`src/rtl/pgsel_pkg.sv`:
```
package pgsel_pkg;

    localparam int RULE_W  = 12;
    localparam int PRIO_W  = 8;
    localparam int MAX_GRP = 4;
    localparam int LAT_W   = 8;

    typedef logic [RULE_W-1:0] rule_t;
    typedef logic [PRIO_W-1:0] prio_t;

    typedef struct packed {
        logic  hit;
        rule_t rule;
        prio_t prio;
    } res_t;

    localparam res_t RES_NONE = '0;

    // Latency of group g taken from a packed latency vector
    function automatic int lat_at(logic [MAX_GRP*LAT_W-1:0] v, int g);
        return int'(v[g*LAT_W +: LAT_W]);
    endfunction

    // Deepest latency among the first n groups
    function automatic int max_lat(logic [MAX_GRP*LAT_W-1:0] v, int n);
        int m;
        m = 0;
        for (int g = 0; g < n; g++) begin
            if (lat_at(v, g) > m) m = lat_at(v, g);
        end
        return m;
    endfunction

    // True when candidate a strictly beats incumbent b (lower number wins)
    function automatic logic beats(res_t a, res_t b);
        return a.hit && (!b.hit || (a.prio < b.prio));
    endfunction

endpackage

```
`src/rtl/pgsel_delay.sv`:
```
module pgsel_delay #(
    parameter int W     = 8,
    parameter int DEPTH = 1
) (
    input  logic         clk,
    input  logic         rst,
    input  logic [W-1:0] d,
    output logic [W-1:0] q
);
    generate
        if (DEPTH == 0) begin : g_wire
            assign q = d;
        end else begin : g_pipe
            logic [W-1:0] stg [DEPTH];
            always_ff @(posedge clk) begin
                if (rst) begin
                    for (int i = 0; i < DEPTH; i++) stg[i] <= '0;
                end else begin
                    stg[0] <= d;
                    for (int i = 1; i < DEPTH; i++) stg[i] <= stg[i-1];
                end
            end
            assign q = stg[DEPTH-1];
        end
    endgenerate
endmodule

```
`src/rtl/pgsel_arb.sv`:
```
module pgsel_arb
    import pgsel_pkg::*;
#(
    parameter int NGRP = 3
) (
    input  logic clk,
    input  logic rst,
    input  res_t cand [NGRP],
    output res_t win
);
    localparam int GI_W = (NGRP > 1) ? $clog2(NGRP) : 1;

    logic [GI_W-1:0] win_grp;

    // Linear scan: strict comparison keeps the earlier group on a tie
    always_comb begin
        win     = RES_NONE;
        win_grp = '0;
        for (int g = 0; g < NGRP; g++) begin
            if (beats(cand[g], win)) begin
                win     = cand[g];
                win_grp = GI_W'(g);
            end
        end
    end

    p_win_real_r9: assert property (@(posedge clk) disable iff (rst)
        win.hit |-> (cand[win_grp].hit && cand[win_grp].rule == win.rule));

    generate
        for (genvar g = 0; g < NGRP; g++) begin : g_chk
            p_best_prio_r4: assert property (@(posedge clk) disable iff (rst)
                (cand[g].hit) |-> (win.hit && cand[g].prio >= win.prio));
            p_tie_low_r5: assert property (@(posedge clk) disable iff (rst)
                (win.hit && cand[g].hit && cand[g].prio == win.prio)
                    |-> (GI_W'(g) >= win_grp));
        end
    endgenerate
endmodule

```
`src/rtl/pgsel_lane.sv`:
```
module pgsel_lane
    import pgsel_pkg::*;
#(
    parameter int NGRP = 3,
    parameter logic [MAX_GRP*LAT_W-1:0] LAT_X = '0,
    parameter int MAXLAT = 1
) (
    input  logic                   clk,
    input  logic                   rst,
    input  logic                   slot,
    input  logic [NGRP-1:0]        res_hit,
    input  logic [NGRP*RULE_W-1:0] res_rule,
    input  logic [NGRP*PRIO_W-1:0] res_prio,
    output logic                   out_vld,
    output logic                   out_nomatch,
    output rule_t                  out_rule,
    output prio_t                  out_prio
);
    res_t raw  [NGRP];
    res_t algn [NGRP];
    res_t win;
    logic slot_al;

    // Equalise every group to the deepest one
    generate
        for (genvar g = 0; g < NGRP; g++) begin : g_grp
            localparam int DLY = MAXLAT - lat_at(LAT_X, g);
            assign raw[g] = '{hit:  res_hit[g],
                              rule: res_rule[g*RULE_W +: RULE_W],
                              prio: res_prio[g*PRIO_W +: PRIO_W]};
            pgsel_delay #(.W($bits(res_t)), .DEPTH(DLY)) u_dly (
                .clk (clk),
                .rst (rst),
                .d   (raw[g]),
                .q   (algn[g])
            );
        end
    endgenerate

    // Slot marker travels with the deepest group
    pgsel_delay #(.W(1), .DEPTH(MAXLAT)) u_slot (
        .clk (clk),
        .rst (rst),
        .d   (slot),
        .q   (slot_al)
    );

    pgsel_arb #(.NGRP(NGRP)) u_arb (
        .clk  (clk),
        .rst  (rst),
        .cand (algn),
        .win  (win)
    );

    always_ff @(posedge clk) begin
        if (rst) begin
            out_vld     <= 1'b0;
            out_nomatch <= 1'b0;
            out_rule    <= '0;
            out_prio    <= '0;
        end else begin
            out_vld     <= slot_al;
            out_nomatch <= slot_al && !win.hit;
            out_rule    <= (slot_al && win.hit) ? win.rule : '0;
            out_prio    <= (slot_al && win.hit) ? win.prio : '0;
        end
    end

    p_miss_clean_r6: assert property (@(posedge clk) disable iff (rst)
        (out_vld && out_nomatch) |-> (out_rule == '0 && out_prio == '0));
    p_flag_in_pulse_r6: assert property (@(posedge clk) disable iff (rst)
        out_nomatch |-> out_vld);
endmodule

```
`src/rtl/pgsel_top.sv`:
```
module pgsel_top
    import pgsel_pkg::*;
#(
    parameter int NGRP  = 3,
    parameter int LANES = 2,
    parameter int HDR_W = 32,
    parameter logic [NGRP*LAT_W-1:0] GRP_LAT = {8'd2, 8'd5, 8'd3}
) (
    input  logic                         clk,
    input  logic                         rst,
    input  logic [LANES-1:0]             in_vld,
    input  logic [LANES*HDR_W-1:0]       in_hdr,
    output logic [LANES-1:0]             grp_vld,
    output logic [LANES*HDR_W-1:0]       grp_hdr,
    input  logic [LANES*NGRP-1:0]        grp_res_hit,
    input  logic [LANES*NGRP*RULE_W-1:0] grp_res_rule,
    input  logic [LANES*NGRP*PRIO_W-1:0] grp_res_prio,
    output logic [LANES-1:0]             out_vld,
    output logic [LANES-1:0]             out_nomatch,
    output logic [LANES*RULE_W-1:0]      out_rule,
    output logic [LANES*PRIO_W-1:0]      out_prio
);
    localparam logic [MAX_GRP*LAT_W-1:0] LAT_X = (MAX_GRP*LAT_W)'(GRP_LAT);
    localparam int MAXLAT = max_lat(LAT_X, NGRP);
    localparam int TOTAL  = MAXLAT + 2;
    localparam int CNT_W  = $clog2(TOTAL + 1) + 1;

    // Broadcast stage shared by every group pipeline
    always_ff @(posedge clk) begin
        if (rst) begin
            grp_vld <= '0;
            grp_hdr <= '0;
        end else begin
            grp_vld <= in_vld;
            grp_hdr <= in_hdr;
        end
    end

    generate
        for (genvar l = 0; l < LANES; l++) begin : g_lane
            pgsel_lane #(.NGRP(NGRP), .LAT_X(LAT_X), .MAXLAT(MAXLAT)) u_lane (
                .clk         (clk),
                .rst         (rst),
                .slot        (grp_vld[l]),
                .res_hit     (grp_res_hit[l*NGRP +: NGRP]),
                .res_rule    (grp_res_rule[l*NGRP*RULE_W +: NGRP*RULE_W]),
                .res_prio    (grp_res_prio[l*NGRP*PRIO_W +: NGRP*PRIO_W]),
                .out_vld     (out_vld[l]),
                .out_nomatch (out_nomatch[l]),
                .out_rule    (out_rule[l*RULE_W +: RULE_W]),
                .out_prio    (out_prio[l*PRIO_W +: PRIO_W])
            );

            // Occupancy counter used only by the checks below
            logic [CNT_W-1:0] inflight;
            always_ff @(posedge clk) begin
                if (rst) inflight <= '0;
                else     inflight <= inflight + CNT_W'(in_vld[l]) - CNT_W'(out_vld[l]);
            end

            p_no_orphan_r2: assert property (@(posedge clk) disable iff (rst)
                out_vld[l] |-> (inflight != '0));
            p_bounded_r2: assert property (@(posedge clk) disable iff (rst)
                inflight <= CNT_W'(TOTAL));
        end
    endgenerate
endmodule

```
`config.mk`:
```
export PLATFORM = sky130hd
export DESIGN_NAME = pgsel_top
export DESIGN_NICKNAME = d
export VERILOG_FILES = /design/src/rtl/pgsel_pkg.sv /design/src/rtl/pgsel_delay.sv /design/src/rtl/pgsel_arb.sv /design/src/rtl/pgsel_lane.sv /design/src/rtl/pgsel_top.sv
export SDC_FILE = /design/constraint.sdc
export NUM_CORES = 1
export LEC_CHECK = 0
export ABC_AREA = 1
export BUFFER_PORTS_ARGS = -buffer_cell sky130_fd_sc_hd__buf_2
export CORE_MARGIN = 3
export CORE_UTILIZATION = 32
export CTS_CLUSTER_DIAMETER = 150
export DETAILED_ROUTE_END_ITERATION = 10
export GPL_TIMING_DRIVEN = 0
export PLACE_DENSITY = 0.6
export SLEW_MARGIN = 30
export SYNTH_ARGS = -nofsm -noshare
export SYNTH_HDL_FRONTEND = slang
export SYNTH_HIERARCHICAL = 1
export SYNTH_SLANG_ARGS = --single-unit
```
`constraint.sdc`:
```
create_clock -name clk -period 7.5 [get_ports clk]
set_input_delay 0.375 -clock clk [delete_from_list [all_inputs] [get_ports clk]]
set_output_delay 0.375 -clock clk [all_outputs]
set_load 0.1 [all_outputs]
```
==> reports/qor.yml <==
power_density_nw_per_um2: 259
placed_cell_area_um2: 14500
timing.final.hold_violations: 0
number_of_enable_type_register_cells_in_the_synthesized_netlist: 0
port_buffers: 261
route.vias.total: 9254
class_of_the_most_critical_hold_timing_path: "input port to flip-flop"
holdBufCountCts: 7
grt_pass1_wl_mm: 45.6
min_path_cells: 3
syn_to_final_growth_pct: 25.8
met3RoutedLength_mm: 2.21
floorplan.rows: 71
cap_viol_max_count: 0
dpl_worst_slack_ns: 2.98
cts_root_buffer: "clkbuf_16"
reg2reg_setup_slack_ns: 2.92
floorplan.core_area_um2: 38100
clock-skew-final_ns: 0.0101
critPathCaptureType: "flip-flop"
hold_path_end: "g_lane[0].u_lane/g_grp[2].u_dly/g_pipe.stg[0][13]"
routed_length_on_met2_mm: 13.4
overflow: 0
avg_vias_per_cell: 3.85
design.final.nets: 2087
synth_area_per_cell_um2: 8.04
synth_area_leader_cell: "dfxtp_1"
critical_path_required_ns: 7.96
synth_cell_type_count: 22
ys_dominant_reg_cell: "dfxtp_1"
synth_fp_nets: 1780
htreeDepth: 2
asyncSetResetFlopFracSynth: 0
max-clock-path-buffers: 3
hpwlAfterDp_mm: 22.6
timing_max_transition_violations_final: 0
worst_hold_slack_ns: 0.0434
clock_latency_ns: 0.53
worst_setup_hold_path_clk_slew_ns: 0.06
fin_tns_setup_ns: 0
fp.dieW_um: 204
min_period_over_period: 0.611
relSlewSlack: 0.554
fp.dieArea_um2: 41600
grt_antenna_before_repair: 4
end_of_the_worst_register_to_register_path: "g_lane[0].u_lane/out_prio[3]"
drt_pre_antenna_iters: 6
synthesis.area_um2: 12500
outcome: "finished clean"
setup_repair_after_global_routing_missed_its_margin: "false"
numCtsBuffers: 37
drt_drc_violations_left: 0
post-route-util: 0.414
tritoncts: "yes"
setup_failing_eps_final: 0
tritoncts_num_sinks: 330
power_leakage_nw: 8.38
most_frequent_cells_in_the_layout: "inv_1 (364), dfxtp_1 (330), nor2_1 (318), buf_2 (267), nand2_1 (173)"
synthDominantCellAreaShare: 0.527
max_stage_delay_ns: 0.44
critical_path_arrival_ns: 5.05
post_cts_resize_count: 0
layout.cells.non_filler: 2402
worst_slew_pin_slew_ns: 0.668
grt_overall_usage: 0.137
grt_max_degree: 24
worst_r2r_startpoint: "g_lane[0].u_lane/g_grp[0].u_dly/g_pipe.stg[0][41]"
startpoint_type: "flip-flop"
timing.reg2reg.worst_path_depth: 29
mostFrequentLayoutCell: "inv_1"
post_route_cells_drive_above_1_share: 0.286
first_global_vias: 9242
clock.fmax_ghz: 0.218
synth.ff_latch_count: 330
synth.area.top_cells: "dfxtp_1 (53%), inv_1 (11%), nor2_1 (9.5%)"
cts_post_setup_buffers_inserted: 0
synth_cells: 1558
yosys_warnings: 6
critical_path_peak_fanout: 10
crit_type: "flip-flop to flip-flop"
topRoutingLayerUsed: "met5"
num_io_pins: 304
ir_drop_mv: 0.215
numPlacedInstances: 2330
drt-met1-wl_mm: 12.2
place_congestion: 0.872
report.power.total_mw: 4.09
finalWorstPathRequiredPeriod_ns: 4.58
drt_iter0_markers: 280
floorplan.initialDensity: 0.329
post-route-worst-setup-slack_ns: 2.92
seq_area_frac_synth: 0.527
wl_mm: 28.6
antenna_violating_nets_left: 0
path_common_cell: "nand2_1"
die_h_um: 204
critical-path-slowest-cell: "clkbuf_1"
routedWlPerCell_um: 11.9
worst_hold_startpoint: "grp_res_rule[29]"
final_design_area_no_fill_um2: 15800
-- critical path: cells and delay by family, from the launching register on --
family / cells / cell delay, ns
flops: 1 / 0.31
simple gates: 15 / 1.30
compound gates: 3 / 0.54
buf+inv: 9 / 1.75
fa+ha+maj: 2 / 0.62
-- worst max-delay path by stage --
stage,slack [ns],start,end,cells past startpoint
CTS,2.94,g_lane[1].u_lane/g_grp[0].u_dly/g_pipe.stg[0][41],g_lane[1].u_lane/out_prio[4],26
floorplan,3.91,g_lane[0].u_lane/g_grp[0].u_dly/g_pipe.stg[0][41],g_lane[0].u_lane/out_rule[6],27
global placement,3.10,g_lane[1].u_lane/g_grp[0].u_dly/g_pipe.stg[0][41],g_lane[1].u_lane/out_rule[6],27
finish,2.92,g_lane[0].u_lane/g_grp[0].u_dly/g_pipe.stg[0][41],g_lane[0].u_lane/out_prio[3],29
detailed placement,2.98,g_lane[1].u_lane/g_grp[0].u_dly/g_pipe.stg[0][41],g_lane[1].u_lane/out_prio[4],26
global route,2.48,g_lane[0].u_lane/g_grp[0].u_dly/g_pipe.stg[0][41],g_lane[0].u_lane/out_prio[3],29
-- state kept, by name, summed over array words and instances, names as in the netlist --
register / flops
g_lane.u_lane/out_nomatch: 2
g_lane.u_lane/out_vld: 2
g_lane.u_lane/g_grp.u_dly/g_pipe.stg: 210
g_lane.u_lane/out_rule: 24
g_lane.u_lane/out_prio: 16
grp_hdr: 64
g_lane.u_lane/u_slot/g_pipe.stg: 10
grp_vld: 2
-- per-layer routing --
layer	vias up	global-route usage
met5	-	0
met2	263	0.229
met1	4005	0.167
met3	55	0.0414
li1	4927	-
met4	4	0.0531
-- synthesized netlist by cell type (6+ instances only) --
master / count
nand3_1: 52
a21oi_1: 34
inv_1: 364
ha_1: 28
nor2_1: 318
buf_6: 36
buf_4: 133
clkbuf_1: 12
nand2_1: 173
dfxtp_1: 330
nor2_2: 36
o21ai_0: 14
buf_2: 6
-- cell type report --
| type | instances | area (um^2) |
|---|---|---|
| well taps | 511 | 639 |
| plain buffers | 187 | 1480 |
| fillers | 3879 | 22300 |
| repair buffers | 268 | 1380 |
| clock buffers | 52 | 1050 |
| diodes | 1 | 2.50 |
| inverters | 366 | 1370 |
| flip-flops and latches | 330 | 6610 |
| multi-input cells | 675 | 3070 |
| clock inverters | 12 | 166 |
-- power by group --
part	internal, mW	switching, mW
registers	1.82	0.0169
logic	0.150	0.306
clock network	1.09	0.703
-- kinds of logic (layout without fill, tap and decap cells) --
logic type                 count (synthesis)  in the layout  synth area share
adders and majority gates                 28             28            0.0280
other                                      0              1                 0
buffers and inverters                    553            885             0.228
AOI/OAI and AO/OA                         52             52            0.0216
DFF                                      330            330             0.527
and+or+nand+nor                          595            595             0.196
No activity file was read; power rests on OpenSTA's default activity.
